$ cat src/rtl/dual_action_timer.sv
module dual_action_timer #(
  parameter int W  = 16,
  parameter int LW = 3
) (
  input  logic          clk,
  input  logic          rst_n,
  input  logic [W-1:0]  tb_a,
  input  logic [W-1:0]  tb_b,
  input  logic          tb_sel,
  input  logic [3:0]    mode,
  input  logic          edge_pol,
  input  logic          force_a,
  input  logic          force_b,
  input  logic          wor_en,
  input  logic [LW-1:0] irq_lvl,
  input  logic          pin_in,
  input  logic [1:0]    bus_addr,
  input  logic          bus_wr,
  input  logic          bus_rd,
  input  logic [W-1:0]  bus_wdata,
  output logic [W-1:0]  bus_rdata,
  output logic          pin_out,
  output logic          pin_oe,
  output logic          irq
);
  logic [W-1:0] reg_a, reg_b1, reg_b2, tb_q;
  logic [2:0]   sync;
  logic [3:0]   mode_q;
  logic         out_ff, flag, flag_seen, armed;
  logic [W-1:0] tb;
  logic         tick, m_a, m_b, lead, trail, is_pwm, is_oca, is_ocab;
  logic         act_a, act_b, ev, clr;

  assign tb      = tb_sel ? tb_b : tb_a;
  assign tick    = tb != tb_q;
  assign m_a     = tick && (tb == reg_a);
  assign m_b     = tick && (tb == reg_b2);
  assign lead    = edge_pol ? (sync[1] & ~sync[2]) : (~sync[1] & sync[2]);
  assign trail   = edge_pol ? (~sync[1] & sync[2]) : (sync[1] & ~sync[2]);
  assign is_pwm  = mode[3];
  assign is_oca  = mode == 4'd4;
  assign is_ocab = mode == 4'd5;
  assign act_a   = (is_oca || is_ocab || is_pwm) && (m_a || force_a);
  assign act_b   = (is_ocab || is_pwm) && (m_b || force_b);
  assign clr     = bus_wr && bus_addr == 2'd2 && !bus_wdata[0] && flag_seen;

  always_comb begin
    case (mode)
      4'd1:    ev = trail;
      4'd2:    ev = lead && armed;
      4'd3:    ev = lead;
      4'd4:    ev = m_a;
      4'd5:    ev = m_b;
      default: ev = is_pwm && m_b;
    endcase
  end

  always_ff @(posedge clk) begin
    if (!rst_n) begin
      reg_a <= '0; reg_b1 <= '0; reg_b2 <= '0; tb_q <= '0;
      sync <= '0; mode_q <= '0; out_ff <= 1'b0;
      flag <= 1'b0; flag_seen <= 1'b0; armed <= 1'b0;
    end else begin
      sync   <= {sync[1:0], pin_in};
      tb_q   <= tb;
      mode_q <= mode;
      if (act_b)      out_ff <= ~edge_pol;
      else if (act_a) out_ff <= edge_pol;

      if (mode != mode_q)         armed <= 1'b0;
      else if (mode == 4'd2 && lead) armed <= 1'b1;

      if (bus_wr && bus_addr == 2'd0) reg_a <= bus_wdata;
      if (bus_wr && bus_addr == 2'd1) begin
        if (is_pwm) reg_b1 <= bus_wdata;
        else        reg_b2 <= bus_wdata;
      end
      if (is_pwm && m_a) reg_b2 <= reg_b1;

      case (mode)
        4'd1: begin
          if (lead)  reg_b1 <= tb;
          if (trail) begin reg_a <= reg_b1; reg_b2 <= tb; end
        end
        4'd2: if (lead) begin reg_a <= reg_b2; reg_b2 <= tb; reg_b1 <= tb; end
        4'd3: if (lead) begin reg_a <= tb; reg_b2 <= tb; reg_b1 <= tb; end
        default: ;
      endcase

      if (ev)       flag <= 1'b1;
      else if (clr) flag <= 1'b0;
      if (clr)      flag_seen <= 1'b0;
      else if (bus_rd && bus_addr == 2'd2 && flag) flag_seen <= 1'b1;
    end
  end

  always_comb begin
    case (bus_addr)
      2'd0:    bus_rdata = reg_a;
      2'd1:    bus_rdata = is_pwm ? reg_b1 : reg_b2;
      2'd2:    bus_rdata = {{(W-2){1'b0}}, out_ff, flag};
      default: bus_rdata = '0;
    endcase
  end

  assign pin_out = out_ff;
  assign pin_oe  = ~wor_en | ~out_ff;
  assign irq     = flag && (|irq_lvl);

  a_r9_b2_only_at_period_start: assert property (@(posedge clk) disable iff (!rst_n)
    (mode[3] && !m_a) |=> $stable(reg_b2));
  a_r8_b1_idle_in_compare: assert property (@(posedge clk) disable iff (!rst_n)
    (is_oca || is_ocab) |=> $stable(reg_b1));
  a_r11_reserved_holds_out: assert property (@(posedge clk) disable iff (!rst_n)
    (mode == 4'd6 || mode == 4'd7 || mode == 4'd0) |=> $stable(out_ff));
  a_r11_input_holds_out: assert property (@(posedge clk) disable iff (!rst_n)
    (mode == 4'd1 || mode == 4'd2 || mode == 4'd3) |=> $stable(out_ff));
  a_r12_clear_needs_read: assert property (@(posedge clk) disable iff (!rst_n)
    $fell(flag) |-> $past(flag_seen));
  a_r12_no_flag_when_off: assert property (@(posedge clk) disable iff (!rst_n)
    (mode == 4'd0) |=> !$rose(flag));
endmodule

$ cat config.mk
export PLATFORM = sky130hd
export DESIGN_NAME = dual_action_timer
export DESIGN_NICKNAME = d
export VERILOG_FILES = /design/src/rtl/dual_action_timer.sv
export SDC_FILE = /design/constraint.sdc
export NUM_CORES = 1
export LEC_CHECK = 0
export BUFFER_PORTS_ARGS = -buffer_cell sky130_fd_sc_hd__buf_2
export CAP_MARGIN = 20
export CORE_MARGIN = 1
export CORE_UTILIZATION = 38
export DETAILED_ROUTE_END_ITERATION = 10
export PLACE_DENSITY = 0.56
export SYNTH_ARGS = -nofsm -noshare
export SYNTH_HDL_FRONTEND = slang
export SYNTH_SLANG_ARGS = --single-unit
$ cat constraint.sdc
create_clock -name clk -period 3.87 [get_ports clk]
set_clock_uncertainty 0.2 [all_clocks]
set_input_delay 0.774 -clock clk [delete_from_list [all_inputs] [get_ports clk]]
set_output_delay 0.774 -clock clk [all_outputs]
set_load 0.01 [all_outputs]
-- Yosys cells after proc, flatten, opt, wreduce, memory -nomap -nowiden
Cells that the tools add are included.
- equal/unequal tests: 11
- mux-type cells: 25
- bitwise operators: 9
- reduce and logical (&&, ||, !) cells: 30
- operator list (cell ; number):
    16-bit 2-to-1 mux ; 15
    16-bit one-hot mux with 3 select lines ; 2
    16-bit equality test ; 2
    16-bit one-hot mux with 2 select lines ; 1
    1-bit logical AND ; 16
    16-bit != test ; 1
    4-bit by 2-bit equality test with 1-bit output, second input constant ; 2
    4-bit by 3-bit equality test with 1-bit output, second input constant ; 2
    1-bit 2-to-1 mux ; 6
    1-bit NOT ; 6
    2-bit OR reduction ; 3
    3-bit OR reduction ; 2
    1-bit logical OR ; 5
    1-bit one-hot mux with 5 select lines ; 1
    4-bit by 1-bit equality test with 1-bit output, second input constant ; 1
    4-bit != test ; 1
    2-bit nonzero test ; 2
    1-bit AND ; 2
    2-bit by 1-bit equality test with 1-bit output, second input constant ; 1
    2-bit equality test, second input constant ; 1
    2-bit logical NOT ; 1
    1-bit logical NOT ; 1
    1-bit bitwise OR ; 1
- register bits after elaboration: 75
- output and inout port bits: 19
- logic and storage cells: 85

-- Logic depth before layout (Yosys ltp)
- word-level depth: 7
- depth in mapped cells: 11
- gate-level depth less buffers: 7

-- Least setup slack after synthesis
OpenSTA, ideal clock, no wires.
- path type: in2reg
- start point: input port tb_sel
- end point: register reg_b2[10]
- library setup time: 136 ps
- arrival: 2729 ps
- path slack: 805 ps
- cell stages on the path: 11
- buffers on the path: 4
- cell sequence: buf_6 buf_12 mux2i_4 xnor2_1 nor4_2 nand4_2 nor3b_2 buf_6 buf_12 mux2i_1 o22ai_1
- cells in the longest elaborated chain, start to end: 7
- elaborated cells between the ends (all ways): 9
- RTL lines (item ; RTL line ; text):
    start: declaration ; 9 ; input logic tb_sel,
    16-bit 2-to-1 mux (*) ; 34 ; assign tb = tb_sel ? tb_b : tb_a;
    16-bit != test or 16-bit equality test (tied branches) ; 35, 36 ;
    1-bit logical AND ; 36 ; assign m_a = tick && (tb == reg_a);
    1-bit logical AND ; 78 ; if (is_pwm && m_a) reg_b2 <= reg_b1;
    16-bit 2-to-1 mux ; 78 ;
    16-bit 2-to-1 mux (on tied branches) ; 85, 86, 83 ;
    16-bit one-hot mux with 2 select lines (*) ; 80 ; case (mode)
    end signal: assignment ; 78 ;
    end signal: assignment ; 85 ; 4'd2: if (lead) begin reg_a <= reg_b2; reg_b2 <= tb; reg_b1 <= tb; end
    end signal: assignment ; 86 ; 4'd3: if (lead) begin reg_a <= tb; reg_b2 <= tb; reg_b1 <= tb; end
    end: declaration ; 26 ; logic [W-1:0] reg_a, reg_b1, reg_b2, tb_q;
Mark *: on every way between the ends. The rest lies on a longest branch, timed or not.
A chain may end at the register's enable or synchronous reset.

-- Worst setup path after layout
- start point: input port mode[3]
- end point: output port bus_rdata[7]
- cells in the longest elaborated chain, start to end: 2
- RTL lines (item ; RTL line ; text):
    start: declaration ; 10 ; input logic [3:0] mode,
    16-bit 2-to-1 mux ; 100 ; 2'd1: bus_rdata = is_pwm ? reg_b1 : reg_b2;
    16-bit one-hot mux with 3 select lines ; 98 ; case (bus_addr)
    end: declaration ; 21 ; output logic [W-1:0] bus_rdata,
No other way between the ends.

==> flow_summary_export.csv <==
group,metric,value,unit
clock_network,path_clk_slew,0.05,ns
timing,timing.final.crit_share,81.5,%
critical_path,crit_fanout,27,
critical_path,ff2ff_setup_slack,1.59,ns
route,drt_wl_total,15100,µm
timing,hold-worst-slack,0.245,ns
hold_path,worstHoldPathType,"reg -> reg",
route,avgRoutedWirePerCell,19.0,µm
route,wl_met2,7310,µm
grt,grt_usage,23.6,%
critical_path,critical_path_class,"in -> out",
final_layout,final_nets,687,
pwr,vdd_drop_max,0.136,mV
timing,setup_violations,0,
route,wl_met3,750,µm
critical_path,arrival,2.18,ns
route,dr.max_layer_used,"met4",
critical_path,crit_path_top_delay_cell,"buf_2",
final_layout,final_layout_size_suffix_gt1_share,31.4,%
clock_network,cts_resized,0,
yosys,netlist_area,0.00488,mm²
die,die_y,115,µm
critical_path,critical_path_required,2.90,ns
timing,max_slew.worst_pin.slew,0.925,ns
final_layout,final_common_cell,"nor2_1",
yosys,synth_cell_types,43,
final_layout,syn_to_final_growth,19.0,%
place,io_buffers,85,
timing,rsz0062_at_grt,"false",
grt,grt_pass1_vias,4299,
grt,grt_overflow,0,
die,coreArea,0.0126,mm²
timing,hold_viol,0,
place,gp_congestion,0.869,
critical_path,slowest_delay,0.67,ns
route,drt-met1-wl,6770,µm
die,start_util,38.8,%
die,placementRows,41,
place,dp_hpwl,10700,µm
outcome,status,"finished clean",
die,io_pins,86,
timing,min_period,3.16,ns
route,post-route-drc-count,0,
route,first_pass_iters,7,
grt,grt_pass1_wl,23400,µm
timing,fmax,0.317,GHz
clock_network,cts_setup_buffers,0,
critical_path,cp-start-kind,"input port",
final_layout,final_cell_mix,"95 x nor2_1, 85 x buf_2, 75 x dfxtp_1",
yosys,ys_ff_latch,75,
yosys,synth-seq-area-share,30.8,%
timing,timing.slew.headroom,38.3,%
yosys,avgSynthCellArea,9.02,µm²
final_layout,diodes,0,
clock_network,cts.sinks,75,
pwr,powerDensity,349,mW/mm²
yosys,async_reset_ff_share,0,%
pwr,leakage,2.35,nW
die,die-area,0.0133,mm²
final_layout,design_area,0.00580,mm²
grt,grt_max_degree,32,
die,die_x,115,µm
flow_run,max_cap_violations,0,
route,drt-initial-drc-count,302,
grt,antenna_found_initial,0,
clock_network,cts_tree,"built",
route,vias,4423,
route,viasPerCell,5.55,
clock_network,cts_buffers,9,
clock_network,clockRootBuffer,"clkbuf_16",
critical_path,crit_path_cell_trace,"buf_2 -> mux2i_1 -> a211oi_1 -> buf_2",
timing,fin_tns_setup,0,ns
clock_network,cts-hold-fix-buffers,0,
critical_path,cp-end-kind,"output pin",
timing,slew_violations,0,
clock_network,clk_latency,0.34,ns
clock_network,cts_buffer_depth,2,
yosys,ys_warn_count,0,
route,ant_nets,0,
place,dpl_cell_area,0.00553,mm²
critical_path,path_common_cell,"buf_2",
yosys,syn-num-nets,608,
yosys,synthFlopType,"dfxtp_1",
yosys,syn_inst,541,
clock_network,cts_max_level,3,
yosys,synth_edf_count,0,
logic make-up after synthesis:
kind of cell / Yosys count / share of synthesized area (%)
AO/OA/AOI/OAI: 120 / 15.8
flip-flops: 75 / 30.8
XOR/XNOR: 52 / 9.34
buffers and inverters: 48 / 4.67
multiplexers: 100 / 24.6
AND/OR/NAND/NOR: 146 / 14.8
critical path, delay by kind of cell:
| kind | cells | cell delay [ns] |
|---|---|---|
| AO/OA/AOI/OAI | 1 | 0.32 |
| buffers and inverters | 2 | 0.86 |
| multiplexers | 1 | 0.21 |
power breakdown:
group	total [mW]	internal, mW	switching [mW]
clock network	0.791	0.468	0.323
registers	0.836	0.807	0.0295
logic	0.400	0.180	0.220
total	2.03	1.45	0.572
final cells by class:
type / instances / area, µm²
tap: 172 / 215
clock inverter: 2 / 10.0
multi-input combinational: 418 / 3170
inverter: 7 / 26.3
fill: 1223 / 6770
sequential: 75 / 1500
timing repair buffer: 109 / 618
clock buffer: 14 / 264
routing by layer:
layer / vias up / global-route usage, %
li1: 2131 / -
met1: 2135 / 30.7
met2: 136 / 39.0
met3: 21 / 3.48
met4: 0 / 9.70
met5: - / 0
final timing paths:
| path | startpoint | to | cells past startpoint |
|---|---|---|---|
| min reg2reg | sync[0] | sync[1] | 1 |
| max reg2reg | sync[2] | reg_a[11] | 8 |
| min | sync[0] | sync[1] | 1 |
| max | mode[3] | bus_rdata[7] | 4 |
registers in the layout, indices dropped and copies added (netlist names):
name	count
reg_a	16
reg_b1	16
reg_b2	16
tb_q	16
mode_q	4
sync	3
armed	1
flag	1
flag_seen	1
pin_out	1
through the flow:
step / cells / total power, mW / setup WS, ns / util (%)
5_1_grt: 797 / 2.11 / 0.633 / 46.2
2_1_floorplan: 541 / 1.11 / 0.805 / -
3_5_place_dp: 781 / 1.25 / 0.463 / 44.0
3_3_place_gp: 781 / 1.24 / 0.532 / 44.0
4_1_cts: 797 / 2.04 / 0.743 / 46.2
6_report: 797 / 2.03 / 0.715 / 46.2
Yosys cell counts (14+ instances only):
cell type	n	share of area [%]
a21oi_1	44	4.5
o21ai_0	16	1.6
nor2_1	95	7.3
dfxtp_1	75	31
a211oi_1	14	2.2
clkbuf_1	35	2.7
o22ai_1	18	2.3
a222oi_1	16	3.3
mux2i_1	36	7.4
mux2_2	48	11
xnor2_1	36	6.5
xor2_1	16	2.9
Power figures use the tool's default switching activity.
